$ cat src/rtl/gpiowin_pkg.sv
package gpiowin_pkg;

   localparam int NUM_BANKS = 9;
   localparam int OFF_W     = 4;
   localparam int BANK_IDX_W = 4;

   localparam logic [3:0] SEL_LATCH = 4'd0;
   localparam logic [3:0] SEL_PINS  = 4'd1;

   typedef enum logic [2:0] {
      PORT_NONE,
      PORT_INDEX,
      PORT_DATA,
      PORT_BANK,
      PORT_RSVD
   } port_kind_e;

   typedef struct packed {
      logic                  valid;
      logic [BANK_IDX_W-1:0] bank;
   } bank_map_t;

   // Direct-port offset to bank number; the ordering is part of the behaviour.
   function automatic bank_map_t direct_bank(input logic [OFF_W-1:0] off);
      bank_map_t m;
      m.valid = 1'b1;
      case (off)
         4'd2:    m.bank = 4'd8;
         4'd3:    m.bank = 4'd7;
         4'd4:    m.bank = 4'd6;
         4'd5:    m.bank = 4'd5;
         4'd6:    m.bank = 4'd0;
         4'd7:    m.bank = 4'd1;
         4'd8:    m.bank = 4'd2;
         4'd9:    m.bank = 4'd3;
         4'd10:   m.bank = 4'd4;
         default: begin
            m.valid = 1'b0;
            m.bank  = 4'd0;
         end
      endcase
      return m;
   endfunction

endpackage

$ cat src/rtl/gpiowin_decode.sv
module gpiowin_decode
   import gpiowin_pkg::*;
#(
   parameter int ADDR_W = 16
) (
   input  logic                  clk,
   input  logic                  rst_n,
   input  logic [ADDR_W-1:0]     io_addr,
   input  logic [ADDR_W-1:0]     base_addr,
   input  logic                  wide_range,
   output logic                  hit,
   output port_kind_e            kind,
   output logic [BANK_IDX_W-1:0] bank_sel
);

   localparam int UPPER_W = ADDR_W - OFF_W;

   logic [ADDR_W-1:0] diff;
   logic [OFF_W-1:0]  off;
   logic              upper_zero;
   bank_map_t         map;

   initial begin
      assert (ADDR_W > OFF_W) else $error("gpiowin_decode: ADDR_W must exceed %0d", OFF_W);
   end

   assign diff       = io_addr - base_addr;
   assign off        = diff[OFF_W-1:0];
   assign upper_zero = (diff[ADDR_W-1:OFF_W] == {UPPER_W{1'b0}});
   assign hit        = upper_zero && (wide_range || !off[OFF_W-1]);
   assign map        = direct_bank(off);

   always_comb begin
      kind     = PORT_NONE;
      bank_sel = '0;
      if (hit) begin
         if (off == 4'd0)      kind = PORT_INDEX;
         else if (off == 4'd1) kind = PORT_DATA;
         else if (map.valid) begin
            kind     = PORT_BANK;
            bank_sel = map.bank;
         end
         else                  kind = PORT_RSVD;
      end
   end

   // the narrow window never reaches banks 2, 3 or 4
   p_narrow_banks_r6: assert property (@(posedge clk) disable iff (!rst_n)
      (kind == PORT_BANK && !wide_range) |-> (bank_sel inside {4'd8, 4'd7, 4'd6, 4'd5, 4'd0, 4'd1}));

   // reserved slots only exist in the wide window
   p_rsvd_wide_r10: assert property (@(posedge clk) disable iff (!rst_n)
      (kind == PORT_RSVD) |-> wide_range);

endmodule

$ cat src/rtl/gpiowin_sync.sv
module gpiowin_sync #(
   parameter int WIDTH  = 72,
   parameter int STAGES = 2
) (
   input  logic             clk,
   input  logic             rst_n,
   input  logic [WIDTH-1:0] d,
   output logic [WIDTH-1:0] q
);

   initial begin
      assert (STAGES >= 2) else $error("gpiowin_sync: STAGES must be at least 2");
      assert (WIDTH >= 1)  else $error("gpiowin_sync: WIDTH must be positive");
   end

   logic [WIDTH-1:0] stage_q [STAGES];

   always_ff @(posedge clk or negedge rst_n) begin
      if (!rst_n) stage_q[0] <= '0;
      else        stage_q[0] <= d;
   end

   for (genvar s = 1; s < STAGES; s++) begin : g_stage
      always_ff @(posedge clk or negedge rst_n) begin
         if (!rst_n) stage_q[s] <= '0;
         else        stage_q[s] <= stage_q[s-1];
      end
   end

   assign q = stage_q[STAGES-1];

endmodule

$ cat src/rtl/gpiowin_bankregs.sv
module gpiowin_bankregs
   import gpiowin_pkg::*;
#(
   parameter int DATA_W = 8
) (
   input  logic                        clk,
   input  logic                        rst_n,
   input  logic                        wr_en,
   input  logic                        rd_en,
   input  port_kind_e                  kind,
   input  logic [BANK_IDX_W-1:0]       bank_sel,
   input  logic [DATA_W-1:0]           wdata,
   input  logic [NUM_BANKS*DATA_W-1:0] pin_status,
   output logic [NUM_BANKS*DATA_W-1:0] out_latch,
   output logic [DATA_W-1:0]           rdata
);

   initial begin
      assert (DATA_W >= 8) else $error("gpiowin_bankregs: DATA_W must be at least 8");
   end

   logic [DATA_W-1:0]     latch_q  [NUM_BANKS];
   logic [DATA_W-1:0]     pins_arr [NUM_BANKS];
   logic [DATA_W-1:0]     index_q;
   logic [BANK_IDX_W-1:0] idx_bank;
   logic [3:0]            idx_sel;
   logic                  idx_bank_ok;

   for (genvar b = 0; b < NUM_BANKS; b++) begin : g_bank
      assign pins_arr[b]                     = pin_status[b*DATA_W +: DATA_W];
      assign out_latch[b*DATA_W +: DATA_W]   = latch_q[b];
   end

   assign idx_bank    = index_q[7:4];
   assign idx_sel     = index_q[3:0];
   assign idx_bank_ok = (32'(idx_bank) < NUM_BANKS);

   always_ff @(posedge clk or negedge rst_n) begin
      if (!rst_n) begin
         index_q <= '0;
         for (int b = 0; b < NUM_BANKS; b++) latch_q[b] <= '0;
      end
      else if (wr_en) begin
         case (kind)
            PORT_INDEX: index_q <= wdata;
            PORT_DATA:  if (idx_bank_ok && idx_sel == SEL_LATCH) latch_q[idx_bank] <= wdata;
            PORT_BANK:  latch_q[bank_sel] <= wdata;
            default:    ;
         endcase
      end
   end

   always_comb begin
      rdata = '0;
      if (rd_en) begin
         case (kind)
            PORT_INDEX: rdata = index_q;
            PORT_DATA: begin
               if (idx_bank_ok && idx_sel == SEL_LATCH)     rdata = latch_q[idx_bank];
               else if (idx_bank_ok && idx_sel == SEL_PINS) rdata = pins_arr[idx_bank];
            end
            PORT_BANK:  rdata = pins_arr[bank_sel];
            default:    rdata = '0;
         endcase
      end
   end

   // index only moves on an index-port write
   p_index_hold_r5: assert property (@(posedge clk) disable iff (!rst_n)
      !(wr_en && kind == PORT_INDEX) |=> $stable(index_q));

   // direct write lands in the addressed bank
   p_direct_load_r7: assert property (@(posedge clk) disable iff (!rst_n)
      (wr_en && kind == PORT_BANK) |=> (latch_q[$past(bank_sel)] == $past(wdata)));

   // no write strobe, no latch change
   p_latch_hold_r11: assert property (@(posedge clk) disable iff (!rst_n)
      !wr_en |=> $stable(out_latch));

endmodule

$ cat src/rtl/gpiowin_top.sv
module gpiowin_top
   import gpiowin_pkg::*;
#(
   parameter int ADDR_W      = 16,
   parameter int DATA_W      = 8,
   parameter int SYNC_STAGES = 2
) (
   input  logic                        clk,
   input  logic                        rst_n,
   input  logic [ADDR_W-1:0]           io_addr,
   input  logic                        io_wr,
   input  logic                        io_rd,
   input  logic [DATA_W-1:0]           io_wdata,
   output logic [DATA_W-1:0]           io_rdata,
   output logic                        io_hit,
   input  logic [ADDR_W-1:0]           base_addr,
   input  logic                        wide_range,
   input  logic [NUM_BANKS*DATA_W-1:0] pin_in,
   output logic [NUM_BANKS*DATA_W-1:0] out_latch
);

   localparam int PIN_W = NUM_BANKS * DATA_W;

   port_kind_e            kind;
   logic [BANK_IDX_W-1:0] bank_sel;
   logic [PIN_W-1:0]      pin_status;
   logic                  hit;

   gpiowin_decode #(.ADDR_W(ADDR_W)) u_decode (
      .clk        (clk),
      .rst_n      (rst_n),
      .io_addr    (io_addr),
      .base_addr  (base_addr),
      .wide_range (wide_range),
      .hit        (hit),
      .kind       (kind),
      .bank_sel   (bank_sel)
   );

   gpiowin_sync #(.WIDTH(PIN_W), .STAGES(SYNC_STAGES)) u_sync (
      .clk   (clk),
      .rst_n (rst_n),
      .d     (pin_in),
      .q     (pin_status)
   );

   gpiowin_bankregs #(.DATA_W(DATA_W)) u_regs (
      .clk        (clk),
      .rst_n      (rst_n),
      .wr_en      (io_wr && hit),
      .rd_en      (io_rd && hit),
      .kind       (kind),
      .bank_sel   (bank_sel),
      .wdata      (io_wdata),
      .pin_status (pin_status),
      .out_latch  (out_latch),
      .rdata      (io_rdata)
   );

   assign io_hit = hit;

   // a miss never drives read data
   p_miss_quiet_r11: assert property (@(posedge clk) disable iff (!rst_n)
      (!io_hit || !io_rd) |-> (io_rdata == '0));

   // a narrow window never hits at offset 8 or above
   p_narrow_span_r1: assert property (@(posedge clk) disable iff (!rst_n)
      (io_hit && !wide_range) |-> ((io_addr - base_addr) < ADDR_W'(8)));

endmodule

$ cat config.mk
export PLATFORM = sky130hd
export DESIGN_NAME = gpiowin_top
export DESIGN_NICKNAME = d
export VERILOG_FILES = /design/src/rtl/gpiowin_pkg.sv /design/src/rtl/gpiowin_decode.sv /design/src/rtl/gpiowin_sync.sv /design/src/rtl/gpiowin_bankregs.sv /design/src/rtl/gpiowin_top.sv
export SDC_FILE = /design/constraint.sdc
export NUM_CORES = 1
export LEC_CHECK = 0
export CORE_ASPECT_RATIO = 0.8
export CORE_MARGIN = 3
export CORE_UTILIZATION = 55
export DETAILED_ROUTE_END_ITERATION = 6
export PLACE_DENSITY = 0.8
export SLEW_MARGIN = 30
export SYNTH_ARGS = -nofsm -noshare
export SYNTH_HDL_FRONTEND = slang
export SYNTH_SLANG_ARGS = --single-unit
$ cat constraint.sdc
create_clock -name clk -period 15.5 [get_ports clk]
set_input_delay 4.65 -clock clk [delete_from_list [all_inputs] [get_ports clk]]
set_output_delay 4.65 -clock clk [all_outputs]
set_load 0.01 [all_outputs]
* Word-level counts from Yosys, hierarchy flattened
Index checks and enable logic that the tools add are counted.
Cells by class: multiplexer cells 31, magnitude comparators 5, reductions and logical operators 16, bitwise gates (word level) 2, add/subtract/negate cells 1, eq/ne operators 15
Operators with widths (number):
- bitwise mux 72 bit | 2
- case mux 72 bit (2 select lines) | 1
- binary-select mux 8 bit (select 4 bit) | 3
- 2-to-1 mux 8 bit | 11
- 2-to-1 mux 72 bit | 1
- demux 8 bit (select 4 bit) | 2
- case mux 4 bit (8 select lines) | 1
- case mux 8 bit (3 select lines) | 1
- == test 4 x 3 -> 1 bit (second input constant) | 4
- 2-to-1 mux 4 bit | 4
- subtractor 16 bit | 1
- == test 4 bit (second input constant) | 3
- logical NOT 12 bit | 1
- 2-to-1 mux 3 bit | 4
- greater-or-equal comparator 5 bit (second input constant) | 2
- less-than comparator 5 x 1 -> 1 bit (second input constant) | 2
- NOT 4 -> 5 bit | 2
- OR reduction 9 bit | 1
- == test 4 x 1 -> 1 bit (second input constant) | 2
- == test 4 x 2 -> 1 bit (second input constant) | 2
- logical NOT 4 bit | 2
- logical AND 1 bit | 7
- == test 3 x 2 -> 1 bit (second input constant) | 2
- less-than comparator 4 bit (second input constant) | 1
- 8 further kinds | 8
Word-level totals: output and inout bits 81, bits in registers 224

* Logic depth before layout (Yosys ltp)
word-level depth 15, depth in mapped cells 14

* Cells and area by module
A second synthesis with hierarchy kept.
Second synthesis, totals: cell total of the unflattened synthesis 809, area, all modules 10645.2 µm²
By module, submodules not included:
- gpiowin_bankregs | cells an instance 432, instances 1, seq. area each 2001.9 µm², area each 5410.2 µm²
- gpiowin_sync | cells an instance 216, instances 1, seq. area each 3603.5 µm², area each 4144.0 µm²
- gpiowin_decode | cells an instance 159, instances 1, seq. area each 0.0 µm², area each 1078.5 µm²
- gpiowin_top | cells an instance 2, instances 1, seq. area each 0.0 µm², area each 12.5 µm²

* Worst setup path after synthesis
Ideal clock, no wire load.
path type input port to output port, start point input io_addr[0], end point output io_rdata[3], cell stages on the path 12, path slack 2855 ps, buffers on the path 0, required time 10850 ps, arrival 7995 ps, path through inv_1 > ha_1 > fa_1 > nand2b_1 > a21bo_2 > a2111oi_4 > mux2i_1 > or4_4 > nor4_2 > nor2_1 > a2bb2oi_1 > a2111oi_1
Between the ends: word-level cells in the longest chain between the ends 14, elaborated cells between the ends (all ways) 37, classes of those cells 1 x add/sub; 13 x eq/ne; 15 x mux; 1 x bitwise; 7 x reduce/logical
Ends and longest elaborated chain:
- from (decl) | line gpiowin_top.sv:10 | input logic [ADDR_W-1:0] io_addr,
- subtractor 16 bit * | line gpiowin_decode.sv:27 | assign diff = io_addr - base_addr;
- == test 4 x 2 -> 1 bit, or another cell as far along | line gpiowin_pkg.sv:27 | case (off)
- OR reduction 9 bit (no line)
- 2-to-1 mux 1 bit | line gpiowin_pkg.sv:27
- 2-to-1 mux 4 bit | line gpiowin_decode.sv:39 | else if (map.valid) begin
- 2-to-1 mux 4 bit | line gpiowin_decode.sv:38 | else if (off == 4'd1) kind = PORT_DATA;
- 2-to-1 mux 4 bit | line gpiowin_decode.sv:37 | if (off == 4'd0) kind = PORT_INDEX;
- 2-to-1 mux 4 bit | line gpiowin_decode.sv:36 | if (hit) begin
- NOT 4 -> 5 bit (not written as such) | line gpiowin_bankregs.sv:62 | PORT_BANK: rdata = pins_arr[bank_sel];
- binary-select mux 8 bit (select 4 bit) | line gpiowin_bankregs.sv:62
- 2-to-1 mux 8 bit (not written as such) (2 in a row) | line gpiowin_bankregs.sv:62
- case mux 8 bit (3 select lines) | line gpiowin_bankregs.sv:56 | case (kind)
- 2-to-1 mux 8 bit * | line gpiowin_bankregs.sv:55 | if (rd_en) begin
- to (decl) | line gpiowin_top.sv:14 | output logic [DATA_W-1:0] io_rdata,
Mark *: on every way between the ends. The rest lies on a longest branch, timed or not. The select of a mux whose other input is x is not followed.

* Worst setup path in the final report
start point input io_addr[0], end point output io_rdata[7]
The elaborated chain is that of the path after synthesis.

==> metrics.csv <==
stage,metric,value,unit
status,result_of_the_run,"complete, no violations",
synth,count_of_different_cell_masters_after_synthesis,87,
setup_path,cp_cell_sequence,clkdlybuf4s50_1 > inv_1 > ha_1 > fa_1 > nand2b_1 > a21oi_1 > xor2_1 > nand4b_1 > or4_1 > nor3_4 > nand3_4 > inv_2 > a2bb2oi_1 > a2111oi_1 > clkdlybuf4s50_1,
synth,netlist.area_leader.share,52.3,%
route,drt-wirelength-per-cell,22.5,µm
cells_and_area,n_fill_cell,1354,
setup_path,worstReg2RegStart,u_regs.index_q[5]$_DFFE_PN0P_,
setup_path,timing.reg2reg.worst_path_depth,8,
sta,fin_tns_setup,0,ns
cts,clock_latency,0.52,ns
sta,timing_hold_violations_final,0,
setup_path,timing.critical_path.from_type,input pin,
cts,clk_pin_slew,0.06,ns
placed_design,dp.final_hpwl,21400,µm
setup_path,worst_path_largest_cell_delay,0.66,ns
cells_and_area,final_cell_count_no_fill,1325,
cts,ctsRootBufferMaster,sky130_fd_sc_hd__clkbuf_16,
cts,cts_tree,done,
synth,synthesis.area_per_instance,12.2,µm²
synth,synth-compound-area-share,12.5,%
cells_and_area,post_route_cells_drive_above_1_share,17.6,%
synth,synth_ff_type,sky130_fd_sc_hd__dfrtp_1,
cts,cts.path.max_buffers,3,
floorplanning,placementRows,45,
setup_path,timing.setup.critical_path_class,input pin to output pin,
setup_path,critical_path.reg2reg.endpoint,u_regs.out_latch[3]$_DFFE_PN0P_,
synth,synth_seq_area_share,52.3,%
route,drt_first_iter_violations,796,
synth,ys_async_sr_fraction,100,%
floorplanning,start_util,56.3,%
cts,postCtsResizedCells,0,
cells_and_area,area_delta_synth_final,27.0,%
placed_design,portBuffers,197,
synth,total_of_flip_flops_plus_latches_after_synthesis,224,
sta,layout_worst_path_cycle_share,92.4,%
setup_path,critPathRequiredTime,10.85,ns
worst_hold_path,worstHoldStart,u_sync.stage_q[120]$_DFF_PN0_,
sta,final_period_minus_worst_setup_slack,14.32,ns
synth,yosys.cell_count.top_type,sky130_fd_sc_hd__dfrtp_1,
cells_and_area,final_nets,1186,
global_route,first_global_vias,8128,
global_route,grt_pass1_wl,45800,µm
placed_design,dp.cells,1286,
cts,numCtsBuffers,22,
route,routed_via_density,6.18,
global_route,pin_count_of_the_biggest_net_entering_global_routing,92,
floorplanning,floorplan.die.height,131,µm
power,leakagePower,5.79,nW
placed_design,gp_congestion,0.949,
route,routed-via-count,8186,
sta,clock_skew,0.0247,ns
synth,synthAdderAreaFrac,2.05,%
synth,synth_nets,1010,
setup_path,setup.reg_to_reg.worst_slack,11.78,ns
synth,main_combinational_cell_family_by_area_after_synthesis,multiplexers,
route,wirelength,29800,µm
synth,synthSimpleGateAreaFrac,12.1,%
power,p_per_area,100,nW/µm²
synth,netlist_instances,876,
setup_path,timing.critical_path.arrival,9.67,ns
sta,final-max-slew-violation-count,0,
setup_path,cpLargestDelayFamily,simple AND/OR/NAND/NOR gates,
setup_path,cp.buffers_inverters,4,
route,remaining_drc_errors,0,
sta,grt_setup_unrepaired,no,
cts,cts_max_level,1,
sta,slew-limit-headroom,36.7,%
power,ir_worst_vdd,0.103,mV
floorplanning,fp.dieW,162,µm
synth,post_synth_mux_area_share,17.0,%
setup_path,critical_path.most_common_cell,sky130_fd_sc_hd__clkdlybuf4s50_1,
cts,cts_hold_buffers,0,
worst_hold_path,hp-class,flop to flop,
sta,achievable-frequency,69.8,MHz
synth,netlist_top_cells_area,"sky130_fd_sc_hd__dfrtp_1 52%, sky130_fd_sc_hd__mux2_2 8.3%, sky130_fd_sc_hd__mux4_2 6.7%",
setup_path,crit_fanout,16,
worst_hold_path,holdPathStages,0,
sta,final-setup-viol-count,0,
cells_and_area,post-route-util,71.6,%
synth,synth-edff-count,0,
global_route,antenna_found_initial,0,
run,maxCapViolations,0,
floorplanning,dieArea,21200,µm²
cells_and_area,antenna-diode-count,0,
route,final_antenna_net_count,0,
floorplanning,io-pin-count,198,
sta,worstMarginPinSlew,0.949,ns
synth,netlist_top_cells_count,"224 x sky130_fd_sc_hd__dfrtp_1, 79 x sky130_fd_sc_hd__mux2_2, 62 x sky130_fd_sc_hd__nand2_1",
cts,cts_sinks,224,
synth,ys.warnings.count,0,
synth,netlist.top_cell.by_area,sky130_fd_sc_hd__dfrtp_1,
cts,post_cts_setup_buffer_count,0,
global_route,grt_util_all_layers,27.8,%
setup_path,setup.worst_path.end_class,output pin,
floorplanning,fp.coreArea,19000,µm²
setup_path,timing.critical_path.slowest_stage_cell,sky130_fd_sc_hd__clkdlybuf4s50_1,
worst_hold_path,holdPathEnd,u_sync.q[48]$_DFF_PN0_,
synth,post_synth_xor_area_fraction,0.619,%
route,dr.pass1.iters,5,
global_route,global_route.overflow_total,0,
setup_path,cp.depth,15,
synth,post_synth_instance_area,10700,µm²
-- kinds of logic (layout without fill, tap and decap cells) --
| logic type | Yosys count | after routing |
|---|---|---|
| and+or+nand+nor | 232 | 232 |
| muxes | 132 | 132 |
| DFF | 224 | 224 |
| adders and majority gates | 17 | 17 |
| buffers and inverters | 81 | 272 |
| AOI/OAI and AO/OA | 184 | 184 |
| xor gates and xnor gates | 6 | 6 |
-- flip-flops by register name, indices dropped and copies added, names as in the netlist --
register and cells:
u_regs.out_latch 72, u_sync.q 72, u_sync.stage_q 72, u_regs.index_q 8
-- worst max-delay path by stage --
stage	startpoint	endpoint	slack (ns)
after floorplan	io_addr[0]	io_rdata[3]	2.85
after global placement	io_addr[0]	io_rdata[3]	1.40
after detailed placement	io_addr[0]	io_rdata[7]	1.28
after CTS	io_addr[0]	io_rdata[7]	1.26
after global routing	io_addr[0]	io_rdata[7]	0.92
final	io_addr[0]	io_rdata[7]	1.18
-- layer usage --
| layer | track usage [%] | share of wire, % | up-vias |
|---|---|---|---|
| met3 | 4.25 | 7.1 | 62 |
| met4 | 7.67 | 2.6 | 0 |
| met5 | 0 | 0 | - |
| met1 | 40.9 | 44 | 4105 |
| li1 | - | - | 3634 |
| met2 | 44.0 | 46 | 385 |
-- worst reg2reg max path, stage by stage, from the launching register on --
cell                      delay, ns
sky130_fd_sc_hd__dfrtp_1       0.66
sky130_fd_sc_hd__buf_4         0.42
sky130_fd_sc_hd__or3_1         0.41
sky130_fd_sc_hd__a21oi_1       0.51
sky130_fd_sc_hd__and2_1        0.26
sky130_fd_sc_hd__o211a_1       0.18
sky130_fd_sc_hd__nand3_1       0.17
sky130_fd_sc_hd__nor3_4        0.59
sky130_fd_sc_hd__mux2_2        0.41
-- through the flow --
step | setup slack [ns] | instance area, µm² | power [W] | hold slack (ns)
3_5_place_dp | 1.28 | 12800 | 0.000820 | 0.335
6_report | 1.18 | 13600 | 0.00137 | 0.339
2_1_floorplan | 2.85 | 10700 | 0.000736 | 0.331
4_1_cts | 1.26 | 13600 | 0.00137 | 0.348
5_1_grt | 0.921 | 13600 | 0.00141 | 0.352
3_3_place_gp | 1.40 | 12800 | 0.000816 | 0.333
-- cell usage in the layout, fill, tap and decap left out, types with 20 or more instances in the layout --
master                            instances
sky130_fd_sc_hd__clkbuf_16               22
sky130_fd_sc_hd__clkdlybuf4s50_1        196
sky130_fd_sc_hd__dfrtp_1                223
sky130_fd_sc_hd__inv_1                   24
sky130_fd_sc_hd__mux2_2                  79
sky130_fd_sc_hd__mux2i_1                 21
sky130_fd_sc_hd__mux4_2                  32
sky130_fd_sc_hd__nand2_1                 62
sky130_fd_sc_hd__nor2_1                  44
sky130_fd_sc_hd__nor3_1                  24
sky130_fd_sc_hd__o21ai_0                 52
sky130_fd_sc_hd__o22ai_1                 20
-- final cells by class --
class                      count  area, µm²  area share [%]
clock inverter                 8        118           0.864
inverter                      26       97.6           0.717
timing repair buffer         207       2080            15.2
clock buffer                  31        644            4.73
tap                          258        323            2.37
sequential                   224       5610            41.2
multi-input combinational    571       4750            34.9
-- where the power goes --
part | switching [W] | total (W) | internal, W
Sequential | 0.0000104 | 0.000614 | 0.000604
Combinational | 0.000124 | 0.000203 | 0.0000787
Clock | 0.000224 | 0.000550 | 0.000325
(Power assumes the default switching activity.)
